$ cat config.mk
export PLATFORM = sky130hd
export DESIGN_NAME = kbd_frame_rx
export DESIGN_NICKNAME = d
export VERILOG_FILES = /design/src/rtl/kbd_rx_pkg.sv /design/src/rtl/kbd_link_sync.sv /design/src/rtl/kbd_idle_timer.sv /design/src/rtl/kbd_frame_fsm.sv /design/src/rtl/kbd_frame_rx.sv
export SDC_FILE = /design/constraint.sdc
export NUM_CORES = 1
export LEC_CHECK = 0
export BUFFER_PORTS_ARGS = -buffer_cell sky130_fd_sc_hd__buf_2
export CAP_MARGIN = 20
export CORE_MARGIN = 4
export CORE_UTILIZATION = 50
export CTS_BUF_LIST = sky130_fd_sc_hd__clkbuf_8
export CTS_CLUSTER_DIAMETER = 50
export DETAILED_ROUTE_END_ITERATION = 7
export GPL_TIMING_DRIVEN = 0
export MAX_ROUTING_LAYER = met4
export PLACE_DENSITY_LB_ADDON = 0.12
export RECOVER_POWER = 50
export SYNTH_ARGS = -nofsm -noshare
export SYNTH_HDL_FRONTEND = slang
export SYNTH_HIERARCHICAL = 1
export SYNTH_SLANG_ARGS = --single-unit
$ cat constraint.sdc
create_clock -name clk -period 1.8 [get_ports clk]
set_clock_uncertainty 0.1 [all_clocks]
set_input_delay 0.18 -clock clk [delete_from_list [all_inputs] [get_ports clk]]
set_output_delay 0.18 -clock clk [all_outputs]
set_load 0.02 [all_outputs]
$ cat src/rtl/kbd_rx_pkg.sv
package kbd_rx_pkg;
  localparam int DATA_W    = 8;
  localparam int FRAME_LEN = DATA_W + 3;
  localparam int BITCNT_W  = $clog2(FRAME_LEN);

  typedef enum logic [1:0] {
    EV_NONE,
    EV_BYTE,
    EV_FRAME_ERR,
    EV_PARITY_ERR
  } rx_event_e;
endpackage

$ cat src/rtl/kbd_link_sync.sv
module kbd_link_sync #(
  parameter int SYNC_STAGES = 2
) (
  input  logic clk,
  input  logic rst_n,
  input  logic kbd_clk_i,
  input  logic kbd_dat_i,
  output logic fall_o,
  output logic dat_o
);
  localparam int LANES = 2;

  logic [LANES-1:0] raw_w;
  logic [LANES-1:0] sync_w;
  logic [LANES-1:0] prev_w;

  assign raw_w = {kbd_dat_i, kbd_clk_i};

  for (genvar g = 0; g < LANES; g++) begin : g_lane
    logic [SYNC_STAGES:0] pipe_q;
    logic [SYNC_STAGES:0] pipe_d;

    always_comb begin
      pipe_d = {pipe_q[SYNC_STAGES-1:0], raw_w[g]};
    end

    always_ff @(posedge clk or negedge rst_n) begin
      if (!rst_n) pipe_q <= '1;
      else        pipe_q <= pipe_d;
    end

    assign sync_w[g] = pipe_q[SYNC_STAGES-1];
    assign prev_w[g] = pipe_q[SYNC_STAGES];
  end

  assign fall_o = prev_w[0] & ~sync_w[0];
  assign dat_o  = sync_w[1];

  logic unused_w;
  assign unused_w = prev_w[1];
endmodule

$ cat src/rtl/kbd_idle_timer.sv
module kbd_idle_timer #(
  parameter int TIMEOUT_CYC = 100_000
) (
  input  logic clk,
  input  logic rst_n,
  input  logic busy_i,
  input  logic fall_i,
  output logic expire_o
);
  localparam int CNT_W = $clog2(TIMEOUT_CYC + 1);
  localparam logic [CNT_W-1:0] LAST = CNT_W'(TIMEOUT_CYC - 1);

  logic [CNT_W-1:0] cnt_q;
  logic [CNT_W-1:0] cnt_d;

  assign expire_o = busy_i && !fall_i && (cnt_q == LAST);

  always_comb begin
    if (!busy_i || fall_i || expire_o) cnt_d = '0;
    else                               cnt_d = cnt_q + 1'b1;
  end

  always_ff @(posedge clk or negedge rst_n) begin
    if (!rst_n) cnt_q <= '0;
    else        cnt_q <= cnt_d;
  end
endmodule

$ cat src/rtl/kbd_frame_fsm.sv
module kbd_frame_fsm
  import kbd_rx_pkg::*;
(
  input  logic              clk,
  input  logic              rst_n,
  input  logic              fall_i,
  input  logic              dat_i,
  input  logic              expire_i,
  output logic              busy_o,
  output logic [DATA_W-1:0] byte_o,
  output logic              byte_vld_o,
  output logic              frame_err_o,
  output logic              parity_err_o
);
  localparam logic [BITCNT_W-1:0] LAST_BIT = BITCNT_W'(FRAME_LEN - 1);
  localparam int SH_W = FRAME_LEN - 1;

  logic [BITCNT_W-1:0] bit_cnt_q, bit_cnt_d;
  logic [SH_W-1:0]     shift_q, shift_d;
  logic [DATA_W-1:0]   byte_q, byte_d;
  rx_event_e           ev_q, ev_d;

  logic start_ok, stop_ok, par_ok, last_edge;

  assign last_edge = fall_i && (bit_cnt_q == LAST_BIT);
  assign start_ok  = ~shift_q[0];
  assign stop_ok   = dat_i;
  assign par_ok    = ^shift_q[SH_W-1:1];

  always_comb begin
    bit_cnt_d = bit_cnt_q;
    shift_d   = shift_q;
    byte_d    = byte_q;
    ev_d      = EV_NONE;
    if (last_edge) begin
      bit_cnt_d = '0;
      if (!start_ok || !stop_ok) begin
        ev_d = EV_FRAME_ERR;
      end else if (!par_ok) begin
        ev_d = EV_PARITY_ERR;
      end else begin
        ev_d   = EV_BYTE;
        byte_d = shift_q[DATA_W:1];
      end
    end else if (fall_i) begin
      bit_cnt_d = bit_cnt_q + 1'b1;
      shift_d   = {dat_i, shift_q[SH_W-1:1]};
    end else if (expire_i) begin
      bit_cnt_d = '0;
    end
  end

  always_ff @(posedge clk or negedge rst_n) begin
    if (!rst_n) begin
      bit_cnt_q <= '0;
      shift_q   <= '0;
      byte_q    <= '0;
      ev_q      <= EV_NONE;
    end else begin
      bit_cnt_q <= bit_cnt_d;
      shift_q   <= shift_d;
      byte_q    <= byte_d;
      ev_q      <= ev_d;
    end
  end

  assign busy_o       = (bit_cnt_q != '0);
  assign byte_o       = byte_q;
  assign byte_vld_o   = (ev_q == EV_BYTE);
  assign frame_err_o  = (ev_q == EV_FRAME_ERR);
  assign parity_err_o = (ev_q == EV_PARITY_ERR);

  // a verdict only follows the closing edge of a frame
  assert_strobe_cause_R2: assert property (@(posedge clk) disable iff (!rst_n)
    (ev_q != EV_NONE) |-> $past(fall_i && bit_cnt_q == LAST_BIT));

  assert_single_cycle_R7: assert property (@(posedge clk) disable iff (!rst_n)
    (ev_q != EV_NONE) |=> (ev_q == EV_NONE));

  assert_byte_hold_R5: assert property (@(posedge clk) disable iff (!rst_n)
    (byte_q != $past(byte_q)) |-> (ev_q == EV_BYTE));

  assert_timeout_idle_R6: assert property (@(posedge clk) disable iff (!rst_n)
    expire_i |=> (bit_cnt_q == '0));
endmodule

$ cat src/rtl/kbd_frame_rx.sv
module kbd_frame_rx #(
  parameter int TIMEOUT_CYC = 100_000,
  parameter int SYNC_STAGES = 2
) (
  input  logic       clk,
  input  logic       rst_n,
  input  logic       kbd_clk_i,
  input  logic       kbd_dat_i,
  output logic [7:0] byte_o,
  output logic       byte_vld_o,
  output logic       frame_err_o,
  output logic       parity_err_o
);
  logic [1:0] rst_sync_q;
  logic       rst_int_n;

  always_ff @(posedge clk or negedge rst_n) begin
    if (!rst_n) rst_sync_q <= '0;
    else        rst_sync_q <= {rst_sync_q[0], 1'b1};
  end
  assign rst_int_n = rst_sync_q[1];

  logic fall_w, dat_w, busy_w, expire_w;

  kbd_link_sync #(.SYNC_STAGES(SYNC_STAGES)) u_sync (
    .clk       (clk),
    .rst_n     (rst_int_n),
    .kbd_clk_i (kbd_clk_i),
    .kbd_dat_i (kbd_dat_i),
    .fall_o    (fall_w),
    .dat_o     (dat_w)
  );

  kbd_idle_timer #(.TIMEOUT_CYC(TIMEOUT_CYC)) u_timer (
    .clk      (clk),
    .rst_n    (rst_int_n),
    .busy_i   (busy_w),
    .fall_i   (fall_w),
    .expire_o (expire_w)
  );

  kbd_frame_fsm u_fsm (
    .clk          (clk),
    .rst_n        (rst_int_n),
    .fall_i       (fall_w),
    .dat_i        (dat_w),
    .expire_i     (expire_w),
    .busy_o       (busy_w),
    .byte_o       (byte_o),
    .byte_vld_o   (byte_vld_o),
    .frame_err_o  (frame_err_o),
    .parity_err_o (parity_err_o)
  );
endmodule

== After elaboration in Yosys (flattened, before gate mapping) ==
Index checks and enable logic that the tools add are counted.

* Add/sub/neg operators: 2
* Eq/ne operators: 5
* Mux-type cells: 7
* Bitwise logic cells: 4
* Reduce and logical (&&, ||, !) cells: 14

{| class="wikitable"
|+ Operators by type and width
! operator !! count
|-
| $add A17 B1 Y17 const B || 1
|-
| $eq A17 B17 Y1 const B || 1
|-
| $mux W17 || 1
|-
| $mux W4 || 3
|-
| $reduce_xor A9 Y1 || 1
|-
| $mux W2 || 3
|-
| $add A4 B1 Y4 const B || 1
|-
| $eq A2 B2 Y1 const B || 2
|-
| $eq A4 B4 Y1 const B || 1
|-
| $reduce_bool A4 Y1 || 1
|-
| $logic_and A1 B1 Y1 || 3
|-
| $logic_not A1 Y1 || 3
|-
| $logic_or A1 B1 Y1 || 3
|-
| $not A1 Y1 || 3
|-
| $reduce_and A3 Y1 || 1
|-
| $reduce_bool A3 Y1 || 1
|-
| $eq A2 B1 Y1 const B || 1
|-
| $reduce_and A2 Y1 || 1
|-
| $and A1 B1 Y1 || 1
|}

* Flip-flop bits (word level): 48
* Input port bits: 4
* Logic and storage cells: 40

== Depth between registers and ports, before layout ==
* Depth after elaboration: 8
* Depth in mapped cells: 8
* Depth with buffers taken out: 8

== Modules after synthesis ==
Netlist, hierarchy kept.

{| class="wikitable"
|+ Modules (own cells, without submodules)
! module !! instances !! cells each !! area an instance (sq um)
|-
| kbd_frame_fsm || 1 || 82 || 1,113.6
|-
| kbd_idle_timer || 1 || 88 || 895.9
|-
| kbd_link_sync || 1 || 6 || 145.1
|-
| kbd_frame_rx || 1 || 3 || 53.8
|}

== Least setup slack after synthesis ==
Ideal clock, no wire load.

* Path type: register to register
* Start: register u_fsm.shift_q[3]
* End: register u_fsm.byte_q[0], in the netlist u_fsm/byte_o[0]
* Setup time: 0.125 ns
* Arrival time: 1.669 ns
* Required time: 1.575 ns
* Slack: -0.094 ns
* Cell stages (with the launch flop): 5
* Path buffers: 0
* Period minus slack after synthesis: 1.894 ns
* Cells stage by stage: dfrtp_1 > xor2_1 > xnor3_2 > mux2i_4 > mux2_2

* Word-level cells in the longest chain between the ends: 2

{| class="wikitable"
|+ Ends and longest elaborated chain
! item !! line !! text
|-
| start: declaration || kbd_frame_fsm.sv:19 || <nowiki>logic [SH_W-1:0] shift_q, shift_d;</nowiki>
|-
| start signal: assignment || kbd_frame_fsm.sv:61 || <nowiki>shift_q <= shift_d;</nowiki>
|-
| $reduce_xor A9 Y1 || kbd_frame_fsm.sv:28 || <nowiki>assign par_ok = ^shift_q[SH_W-1:1];</nowiki>
|-
| $reduce_and A3 Y1 (no source line) || n/a ||
|-
| end signal: assignment || kbd_frame_fsm.sv:62 || <nowiki>byte_q <= byte_d;</nowiki>
|-
| end: declaration || kbd_frame_fsm.sv:20 || <nowiki>logic [DATA_W-1:0] byte_q, byte_d;</nowiki>
|}

No other way between the ends.
A chain may end at the register's enable or synchronous reset.

== Final worst setup path ==
* Start: register u_fsm.shift_q[6]
* End: register u_fsm.byte_q[4], in the netlist u_fsm/byte_o[4]

The elaborated chain is that of the path after synthesis.

==> results by group <==
CTS
  – H-tree depth: 2
  – Total CTS buffers: 5
  – Clock net sink count: 48
  – Clk root buf: clkbuf_8
  – CTS tree: built
  – Longest Clk Path Bufs: 2
  – Reg clk slew, reported paths: 90 ps
  – Worst-Skew Late Latency: 300 ps

Yosys
  – Post-Syn Area: 2210 sq um
  – Compound-Gate Fraction of Synth Area: 1.53%
  – Post-Synth Simple-Gate Area: 18.8%
  – Mapped Cells: 179
  – Register area share after synthesis: 54.7%
  – Largest family of logic cells by synthesized area: simple AND/OR/NAND/NOR gates
  – Post-synth EDFFs: 0
  – Async set-reset flop share out of synthesis: 100%
  – Main flop type after synthesis: dfrtp_1
  – Adder-cell share of the synthesized area: 2.27%
  – Mapped Nets: 187
  – XOR/XNOR Fraction of Synth Area: 9.69%
  – Yosys cell types: 38
  – #FFs+latches synth: 48
  – Multiplexer area fraction after synthesis: 10.7%
  – Syn avg cell area: 12.3 sq um
  – Yosys warning count: 6

Hold path
  – Worst hold path type: input pin to async pin

Pwr
  – Sw Ratio: 27.9%
  – Pwr per Cell Area: 1210 nW/um^2
  – NetSw: 0.902 mW
  – Peak supply drop: 0.000520 V
  – Logic pwr share: 30.4%
  – Clock group share of total power: 25.9%
  – Leak: 1.24 nW
  – Seq pwr share: 43.7%
  – Internal: 2.33 mW

Global routing
  – Initial antenna violation count: 0
  – GR Overflow Total: 0
  – First-pass GRT wire length: 6560 microns
  – Vias in the first global route: 1412
  – Tot GR Track Use: 16.0%
  – Largest net degree at the start of global routing: 35

Final layout
  – Final nets: 223
  – Fin util: 64.3%
  – Fillers: 324
  – Non-filler cells, final: 266
  – Area grow syn2layout: 20.7%
  – Commonest cells after routing, fill and taps aside: dfrtp_1, nor2_1, xnor2_1, buf_2, buf_4
  – Post-route cell area: 2670 sq um
  – Most common cell after layout, fill and taps aside: dfrtp_1
  – Share of post-route cells with drive strength above 1: 33.8%
  – # diodes: 0

Run status
  – Failing checks: setup timing
  – Status: complete, but fails checks

STA
  – Peak Freq: 517 MHz
  – Worst Max-Slew Pin Slew: 808 ps
  – Final period utilization: 108%
  – Hold Slack: 90.0 ps
  – Post-layout min period: 1940 ps
  – RSZ-0062 raised after global routing: true
  – Rel. slew slack: 46.1%
  – Final setup margin: -136 ps
  – Final count of negative-setup-slack endpoints: 8
  – Slew Limit Fails: 0
  – Fin. Hold Viols: 0

Placed design
  – GP Congestion: 0.783
  – Post-DP HPWL: 2620 microns
  – Port-buffer cells: 14
  – Post-placement cell count: 244
  – Placed inst area: 2360 sq um
  – Place WS: -288 ps

Run
  – Max cap viols: 0

Die
  – Starting Density: 53.3%
  – Row count: 23
  – Die area: 5540 sq um
  – Core Region: 4140 sq um
  – Die Y: 74.5 microns
  – I/O pin count: 15
  – Die width: 74.5 microns

Detailed routing
  – Vias per cell: 5.41
  – DR iter-0 viols: 55
  – Wire per inst: 14.7 microns
  – Post-Route WL: 3920 microns
  – Drt drc: 0
  – Remaining antenna violation count: 0
  – Vias: 1439
  – Drt first pass iters: 4

Critical path
  – Worst Setup End Kind: register
  – Worst path arrival time: 2020 ps
  – Worst-path fanout max: 5
  – Critical path class: register to register
  – Crit start category: register
  – Worst reg-to-reg path cell count: 5
  – WP data required: 1890 ps
registers in the layout (all words and copies together) (netlist names):
register and flops:
u_fsm/bit_cnt_q 4, u_fsm/byte_o 8, u_fsm/shift_q 10, u_sync/g_lane.pipe_q 5, u_fsm/ev_q 2, u_timer/cnt_q 17, rst_sync_q 2
power by group through the flow:
stage / sequential [mW] / combinational [mW] / clock, mW
6_report: 1.41 / 0.981 / 0.837
5_1_grt: 1.43 / 1.07 / 0.911
4_1_cts: 1.40 / 0.972 / 0.866
3_5_place_dp: 1.44 / 0.774 / 0
3_3_place_gp: 1.44 / 0.738 / 0
2_1_floorplan: 1.41 / 0.656 / 0
logic make-up (layout without fill, tap and decap cells):
logic type / Yosys count / in the layout
flip-flops: 48 / 48
AND/OR/NAND/NOR: 69 / 69
AO/OA/AOI/OAI: 6 / 6
buffers and inverters: 10 / 47
adder cells (fa/ha/maj): 4 / 4
XOR/XNOR: 21 / 21
other: 1 / 1
multiplexers: 20 / 20
cell type report:
type                       count  area, sq um  share of cell area [%]
buffer                         2         18.8                   0.704
clock buffer                   7         96.3                    3.62
clock inverter                 1         30.0                    1.13
inverter                       7         26.3                   0.986
multi-input combinational    121         1020                    38.4
sequential                    48         1210                    45.3
tap                           50         62.6                    2.35
timing repair buffer          30          201                    7.56
final timing paths:
| path | slack (ps) | from | endpoint |
|---|---|---|---|
| max in group asynchronous | 350 | rst_sync_q[1]$_DFF_PN0_ | u_timer/cnt_q[15]$_DFF_PN0_ |
| worst min register to register | 100 | rst_sync_q[1]$_DFF_PN0_ | u_timer/cnt_q[10]$_DFF_PN0_ |
| worst max register to register | -140 | u_fsm/shift_q[6]$_DFFE_PN0P_ | u_fsm/byte_o[4]$_DFFE_PN0P_ |
| worst min-delay path | 90 | rst_n | rst_sync_q[1]$_DFF_PN0_ |
| min in group clk | 250 | u_sync/g_lane[1].pipe_q[0]$_DFF_PN1_ | u_sync/g_lane[1].pipe_q[1]$_DFF_PN1_ |
| worst max-delay path | -140 | u_fsm/shift_q[6]$_DFFE_PN0P_ | u_fsm/byte_o[4]$_DFFE_PN0P_ |
per-stage QoR:
| step | power [mW] | setup TNS, ps |
|---|---|---|
| finish | 3.23 | -1020 |
| global route | 3.41 | -1430 |
| CTS | 3.24 | -891 |
| detailed placement | 2.22 | -2890 |
| global placement | 2.18 | -7840 |
| floorplan | 2.06 | -621 |
routing by layer:
layer | global-route usage (%) | up-vias | wire, microns
li1 | - | 678 | -
met5 | - | - | 0
met2 | 27.8 | 32 | 2030
met1 | 18.0 | 723 | 1630
met3 | 4.05 | 6 | 201
met4 | 5.34 | 0 | 56
critical path: stages, from the launching register on:
cell	delay, ps
dfrtp_1	390
xor2_1	160
xnor3_2	430
mux2i_4	270
buf_6	170
mux2_4	300
Yosys cell counts (4+ instances only):
master	count	area (sq um)
xnor2_1	17	149
ha_1	4	50.1
nand3_1	6	30.0
nor2_1	23	86.3
dfstp_2	5	131
mux2_2	18	203
inv_1	7	26.3
nand2_1	7	26.3
nor3_1	5	25.0
dfrtp_1	43	1080
what timing repair did:
action	4_1_cts	5_1_grt
hold buffers	3	0
pin swaps	7	1
endpoints found under the setup margin	24	19
gates resized for setup	13	4
hold endpoints to repair	4	0
buffers inserted	12	0
Note: power is estimated with default switching activity, not from simulation.
